**config.mk**
```make
export PLATFORM = sky130hd
export DESIGN_NAME = edge_watchdog
export DESIGN_NICKNAME = d
export VERILOG_FILES = /design/src/rtl/edge_wd_pkg.sv /design/src/rtl/edge_wd_sync.sv /design/src/rtl/edge_wd_timer.sv /design/src/rtl/edge_wd_out.sv /design/src/rtl/edge_watchdog.sv
export SDC_FILE = /design/constraint.sdc
export NUM_CORES = 1
export LEC_CHECK = 0
export BUFFER_PORTS_ARGS = -buffer_cell sky130_fd_sc_hd__clkbuf_2
export CORE_MARGIN = 2
export CORE_UTILIZATION = 45
export DETAILED_ROUTE_END_ITERATION = 10
export GPL_ROUTABILITY_DRIVEN = 0
export GPL_TIMING_DRIVEN = 0
export PLACE_DENSITY = 0.72
export SYNTH_ARGS = -nofsm -noshare
export SYNTH_HDL_FRONTEND = slang
export SYNTH_HIERARCHICAL = 1
export SYNTH_SLANG_ARGS = --single-unit
export TNS_END_PERCENT = 50
```
**constraint.sdc**
```tcl
create_clock -name clk -period 2.9 [get_ports clk]
set_input_delay 0.58 -clock clk [delete_from_list [all_inputs] [get_ports clk]]
set_output_delay 0.58 -clock clk [all_outputs]
set_load 0.02 [all_outputs]
```
**src/rtl/edge_wd_pkg.sv**
```systemverilog
package edge_wd_pkg;

  // Level driven on the active-low watchdog output
  typedef enum logic {
    WD_BARK = 1'b0,
    WD_OK   = 1'b1
  } wd_level_e;

  localparam int unsigned SYNC_STAGES_DEFAULT = 2;

endpackage

```
**src/rtl/edge_wd_sync.sv**
```systemverilog
module edge_wd_sync #(
  parameter int unsigned STAGES = 2
) (
  input  logic clk,
  input  logic rst,
  input  logic din,
  output logic edge_o
);
  logic [STAGES-1:0] chain_q;
  logic              hist_q;

  for (genvar i = 0; i < STAGES; i++) begin : g_stage
    if (i == 0) begin : g_first
      always_ff @(posedge clk) begin
        if (rst) chain_q[0] <= 1'b0;
        else     chain_q[0] <= din;
      end
    end else begin : g_next
      always_ff @(posedge clk) begin
        if (rst) chain_q[i] <= 1'b0;
        else     chain_q[i] <= chain_q[i-1];
      end
    end
  end

  always_ff @(posedge clk) begin
    if (rst) hist_q <= 1'b0;
    else     hist_q <= chain_q[STAGES-1];
  end

  // Either direction of change counts as activity
  assign edge_o = chain_q[STAGES-1] ^ hist_q;
endmodule

```
**src/rtl/edge_wd_timer.sv**
```systemverilog
module edge_wd_timer #(
  parameter int unsigned WD_CYCLES = 16,
  parameter int unsigned CW        = 5
) (
  input  logic          clk,
  input  logic          rst,
  input  logic          clr,
  output logic [CW-1:0] cnt_q,
  output logic          expire_nxt
);
  localparam logic [CW-1:0] LIMIT = CW'(WD_CYCLES);

  logic [CW-1:0] cnt_d;

  // Clear wins over terminal count; saturate instead of wrapping
  always_comb begin
    if (clr)                 cnt_d = '0;
    else if (cnt_q == LIMIT) cnt_d = cnt_q;
    else                     cnt_d = cnt_q + CW'(1);
  end

  assign expire_nxt = (cnt_d == LIMIT);

  always_ff @(posedge clk) begin
    if (rst) cnt_q <= '0;
    else     cnt_q <= cnt_d;
  end
endmodule

```
**src/rtl/edge_wd_out.sv**
```systemverilog
module edge_wd_out
  import edge_wd_pkg::*;
(
  input  logic clk,
  input  logic rst,
  input  logic supply_low,
  input  logic expire_nxt,
  output logic wd_n
);
  wd_level_e level_q;

  always_ff @(posedge clk) begin
    if (rst)                           level_q <= WD_OK;
    else if (supply_low || expire_nxt) level_q <= WD_BARK;
    else                               level_q <= WD_OK;
  end

  assign wd_n = level_q;
endmodule

```
**src/rtl/edge_watchdog.sv**
```systemverilog
module edge_watchdog #(
  parameter int unsigned CLK_HZ     = 125_000_000,
  parameter int unsigned TIMEOUT_MS = 1600,
  parameter int unsigned WD_CYCLES  = (CLK_HZ / 1000) * TIMEOUT_MS
) (
  input  logic clk,
  input  logic rst,
  input  logic wd_in,
  input  logic rst_active,
  input  logic supply_low,
  output logic wd_n
);
  localparam int unsigned CW = $clog2(WD_CYCLES + 1);

  logic          act_edge;
  logic          clr_evt;
  logic [CW-1:0] cnt_q;
  logic          expire_nxt;

  edge_wd_sync #(
    .STAGES(edge_wd_pkg::SYNC_STAGES_DEFAULT)
  ) u_sync (
    .clk    (clk),
    .rst    (rst),
    .din    (wd_in),
    .edge_o (act_edge)
  );

  assign clr_evt = act_edge | rst_active;

  edge_wd_timer #(
    .WD_CYCLES(WD_CYCLES),
    .CW       (CW)
  ) u_timer (
    .clk        (clk),
    .rst        (rst),
    .clr        (clr_evt),
    .cnt_q      (cnt_q),
    .expire_nxt (expire_nxt)
  );

  edge_wd_out u_out (
    .clk        (clk),
    .rst        (rst),
    .supply_low (supply_low),
    .expire_nxt (expire_nxt),
    .wd_n       (wd_n)
  );
endmodule

```
### Yosys cells after proc, flatten, opt, wreduce, memory -nomap -nowiden

Cells that the tools add are included.

| storage, ports and cells | value |
|---|---|
| register bits after elaboration | 32 |
| latch bits | 0 |
| memory bits (writable) | 0 |
| ROM bits | 0 |
| output and inout port bits | 1 |
| logic and storage cells | 14 |
| memories | 0 |

| cells by class | value |
|---|---|
| $add $sub $neg | 1 |
| multipliers | 0 |
| div/mod/pow operators | 0 |
| magnitude comparators | 0 |
| equal/unequal tests | 2 |
| shift operators | 0 |
| multiplexer cells | 3 |
| bitwise logic cells | 2 |
| reductions and logical operators | 1 |

Operators with widths:

| cell | number |
|---|---|
| $eq 28x28->1 const B | 2 |
| $mux 28 | 2 |
| $add 28x1->28 const B | 1 |
| $logic_or 1x1->1 | 1 |
| $mux 1 | 1 |
| $or 1x1->1 | 1 |
| $xor 1x1->1 | 1 |

### Logic depth before layout (Yosys ltp)

| logic depth | value |
|---|---|
| word-level depth | 6 |
| gate-level depth with buffers | 9 |
| gate-level depth less buffers | 9 |

### Modules after synthesis

Netlist, hierarchy kept.

By module, submodules not included:

| module | times used | cells each | area an instance (sq um) | sequential area each (sq um) |
|---|---|---|---|---|
| edge_wd_timer | 1 | 192 | 1575.3 | 560.5 |
| edge_wd_sync | 1 | 7 | 87.6 | 60.1 |
| edge_wd_out | 1 | 2 | 27.5 | 20.0 |
| edge_watchdog | 1 | 1 | 6.3 | 0.0 |

### Worst setup path after synthesis

No wires, ideal clock.

| timing path | value |
|---|---|
| path kind | reg2reg |
| start point | register u_timer.cnt_q[1] |
| end point | register u_out.level_q, in the netlist u_out/wd_n |
| library setup time | 0.122 ns |
| arrival | 2.370 ns |
| data required time | 2.778 ns |
| setup slack | 0.408 ns |
| cell stages (with the launch flop) | 9 |
| path buffers | 1 |
| period minus slack after synthesis | 2.492 ns |
| cells stage by stage | dfxtp_1 ha_1 inv_1 or4_1 buf_2 or4_1 a221o_1 nor4b_2 o21bai_1 |

| on the way | value |
|---|---|
| cells in the longest elaborated chain, start to end | 6 |
| elaborated cells between the ends (all ways) | 7 |
| classes of those cells | add/sub: 1; eq/ne: 2; mux: 3; reduce/logical: 1 |

RTL lines:

| what | RTL line | source |
|---|---|---|
| start: declaration | edge_wd_timer.sv:8 | `output logic [CW-1:0] cnt_q,` |
| start signal: assignment | edge_wd_timer.sv:26 | `else cnt_q <= cnt_d;` |
| $add 28x1->28 / $eq 28x28->1 (equally long branches) | edge_wd_timer.sv:19, edge_wd_timer.sv:18 |  |
| $mux 28 (*) | edge_wd_timer.sv:18 | `else if (cnt_q == LIMIT) cnt_d = cnt_q;` |
| $mux 28 (*) | edge_wd_timer.sv:17 | `if (clr) cnt_d = '0;` |
| $eq 28x28->1 (*) | edge_wd_timer.sv:22 | `assign expire_nxt = (cnt_d == LIMIT);` |
| net expire_nxt | edge_watchdog.sv:18 | `logic expire_nxt;` |
| $logic_or 1x1->1 (*) | edge_wd_out.sv:14 | `else if (supply_low \|\| expire_nxt) level_q <= WD_BARK;` |
| $mux 1 (*) | edge_wd_out.sv:14 |  |
| end signal: assignment | edge_wd_out.sv:13 | `if (rst) level_q <= WD_OK;` |
| end signal: assignment | edge_wd_out.sv:14 |  |
| end signal: assignment | edge_wd_out.sv:15 | `else level_q <= WD_OK;` |
| end: declaration | edge_wd_out.sv:10 | `wd_level_e level_q;` |

The timed path passes the listed nets; every way through them passes the cells marked *.
A chain may end at the register's enable or synchronous reset.

### Worst setup path in the final report

Same ends and word-level chain as after synthesis.

==> flow_summary.ini <==
[timing]
period_share_pct = 94.48
rsz0062_at_grt = no
min_period_ps = 2740
final.setup.tns_ps = 0
setup_violations = 0
skew_ps = 7.126
max_freq_mhz = 365.0
finalHoldViolCount = 0
tightest_slew_ps = 623.4
maxSlewHeadroom_pct = 58.12
report.final.slew_viol_count = 0

[job]
drv_cap = 0

[cells_and_area]
final_cell_mix = nor2_1, dfxtp_1, xor2_1, nand3_1, nor3_1
diodes = 0
final_common_cell = nor2_1
syn_to_final_growth_pct = 11.50
fin_nets = 221
drive_above_1_share_pct = 9.767
fill_cells = 349
final_area_sq_mm = 0.001892
finish.utilization_pct = 52.07
multi_input_comb_area_sq_um = 999.7
seqCellArea_sq_um = 640.6

[cts]
holdBufCountCts = 0
cts_made_buffers = 5
cts_setup_buffers = 0
cts_sinks = 32
htreeDepth = 2
clk_path_buf_depth = 2
path_clk_slew_ps = 70
root_buffer = clkbuf_8
cts_tree = done
clock_latency_ps = 290

[logic_synthesis]
yosys_warnings = 6
synth_edf_count = 0
yosysUniqueCellTypes = 40
syn-num-nets = 209
ys_seq_area_share_pct = 37.76
syn_inst = 202
ys.flop_type = dfxtp_1
synth.avg_cell_area_sq_um = 8.399
ys_ff_latch = 32
synth_area_sq_mm = 0.001697
async_reset_ff_share_pct = 0

[worst_setup_path]
path_buf_inv = 2
max_stage_delay_ps = 500
cp.arrival_ps = 2920
path_cells = ha_2 > inv_1 > or4_1 > buf_2 > or4_1 > a221o_1 > nor4b_2 > o21bai_1
cp-end-kind = register
critPathSlowestCell = or4_1
crit_required_ps = 3080
cpMostUsedCell = or4_1
crit_cells = 8
path_delay_family = simple AND/OR/NAND/NOR gates
cp-start-kind = register
r2r_cells = 8
crit_fanout = 7
worstSetupPathType = reg2reg

[global_route]
grt_usage_pct = 19.17
grt_max_degree = 11
grt_pass1_vias = 1250
antenna_found_initial = 0
grt_pass1_wl_um = 6161
overflow = 0

[route]
first_iter_violations = 79
ant_nets = 0
drtPass1Iterations = 4
drc = 0
route.detailed.wl_per_inst_um = 13.53
vias = 1434
vias_per_cell = 5.452
wirelength_um = 3558

[floorplan]
initial_core_util_pct = 46.69
dieHeight_um = 65.40
rows = 22
dieWidth_um = 65.40
ios = 6
die-area_sq_mm = 0.004277
core_sq_mm = 0.003633

[pwr]
vdd_drop_max_mv = 0.3109
p_per_area_mw_per_mm2 = 470.5
power.leakage_nw = 0.5999

[hold_path]
hold_path_depth = 1
hold_path_class = reg2reg

[placement]
port_buffers = 5
dpl.hpwl_um = 2599
postPlaceCellArea_sq_mm = 0.001782

[status]
status = complete, no violations
## synth_stat cells (all sizes together), types with 3 or more instances
library cell	n	share of area, %
xor2	16	8.3
nand2	8	1.9
nor2	34	7.5
nor3	11	3.2
clkbuf	6	1.3
nor4	3	1.1
inv	6	1.3
dfxtp	32	38
o21ai	5	1.5
xnor2	10	5.2
nor4b	5	2.9
buf	3	0.81
or2	3	1.1
nand3	14	4.1
nand4	11	5.8
or4	3	1.3
nor2b	8	2.9
## cells by family after synthesis
group	share of synthesized area, %
adders and majority gates	1.475
AOI/OAI and AO/OA	5.532
buffers and inverters	3.466
DFF	37.76
xor gates and xnor gates	13.42
muxes	1.180
and+or+nand+nor	37.17
## state kept, by name (all words and copies together) (netlist names)
name,cells
u_timer/cnt_q,28
u_sync/chain_q,2
u_out/wd_n,1
u_sync/hist_q,1
## final timing paths
path	startpoint	end	slack [ps]
min	u_sync/chain_q[0]$_SDFF_PP0_	u_sync/chain_q[1]$_SDFF_PP0_	440
max	u_timer/cnt_q[1]$_SDFF_PP0_	u_out/wd_n$_SDFF_PP1_	160
max reg2reg	u_timer/cnt_q[1]$_SDFF_PP0_	u_out/wd_n$_SDFF_PP1_	160
min reg2reg	u_sync/chain_q[0]$_SDFF_PP0_	u_sync/chain_q[1]$_SDFF_PP0_	440
## worst reg2reg max path, cell delays in order, from the launching register on
cell and delay, ps:
dfxtp_1 450, ha_2 280, inv_1 70, or4_1 500, buf_2 180, or4_1 410, a221o_1 350, nor4b_2 300
o21bai_1 100
## layer usage
layer | part of all wire (%) | vias up | GRT usage [%] | routed length [um]
li1 | - | 729 | - | -
met1 | 48 | 660 | 26.34 | 1713
met2 | 45 | 41 | 28.83 | 1610
met3 | 5.3 | 4 | 5.137 | 188
met4 | 1.3 | 0 | 7.031 | 46
met5 | 0 | - | 0 | 0
## metrics by stage
stage	power, mW	setup WS [ps]	instances	hold slack, ps
4_1_cts	0.8998	148.5	263	438.6
3_5_place_dp	0.4827	162.6	255	423.1
2_1_floorplan	0.4726	407.9	202	413.8
5_1_grt	0.9237	16.99	263	447.1
3_3_place_gp	0.4823	181.2	255	416.6
6_report	0.8900	160.1	263	436.2
## layout make-up
type	count	area share, %
multi-input combinational	155	52.84
buffer	9	1.918
sequential	32	33.86
tap	48	3.175
timing repair buffer	5	1.323
clock inverter	2	1.852
inverter	6	1.190
clock buffer	6	3.836
## power breakdown
group | internal [mW] | total [mW] | leakage (nW) | switching [mW]
combinational | 0.00989 | 0.0270 | 0.286 | 0.0171
sequential | 0.443 | 0.446 | 0.259 | 0.00294
clock | 0.255 | 0.417 | 0.0552 | 0.162
## repair_timing
action | in CTS | in global routing
endpoints found under the setup margin | 0 | 1
endpoints found under the hold margin | 0 | 0
gates resized for setup | 0 | 1
(Power assumes the default switching activity.)
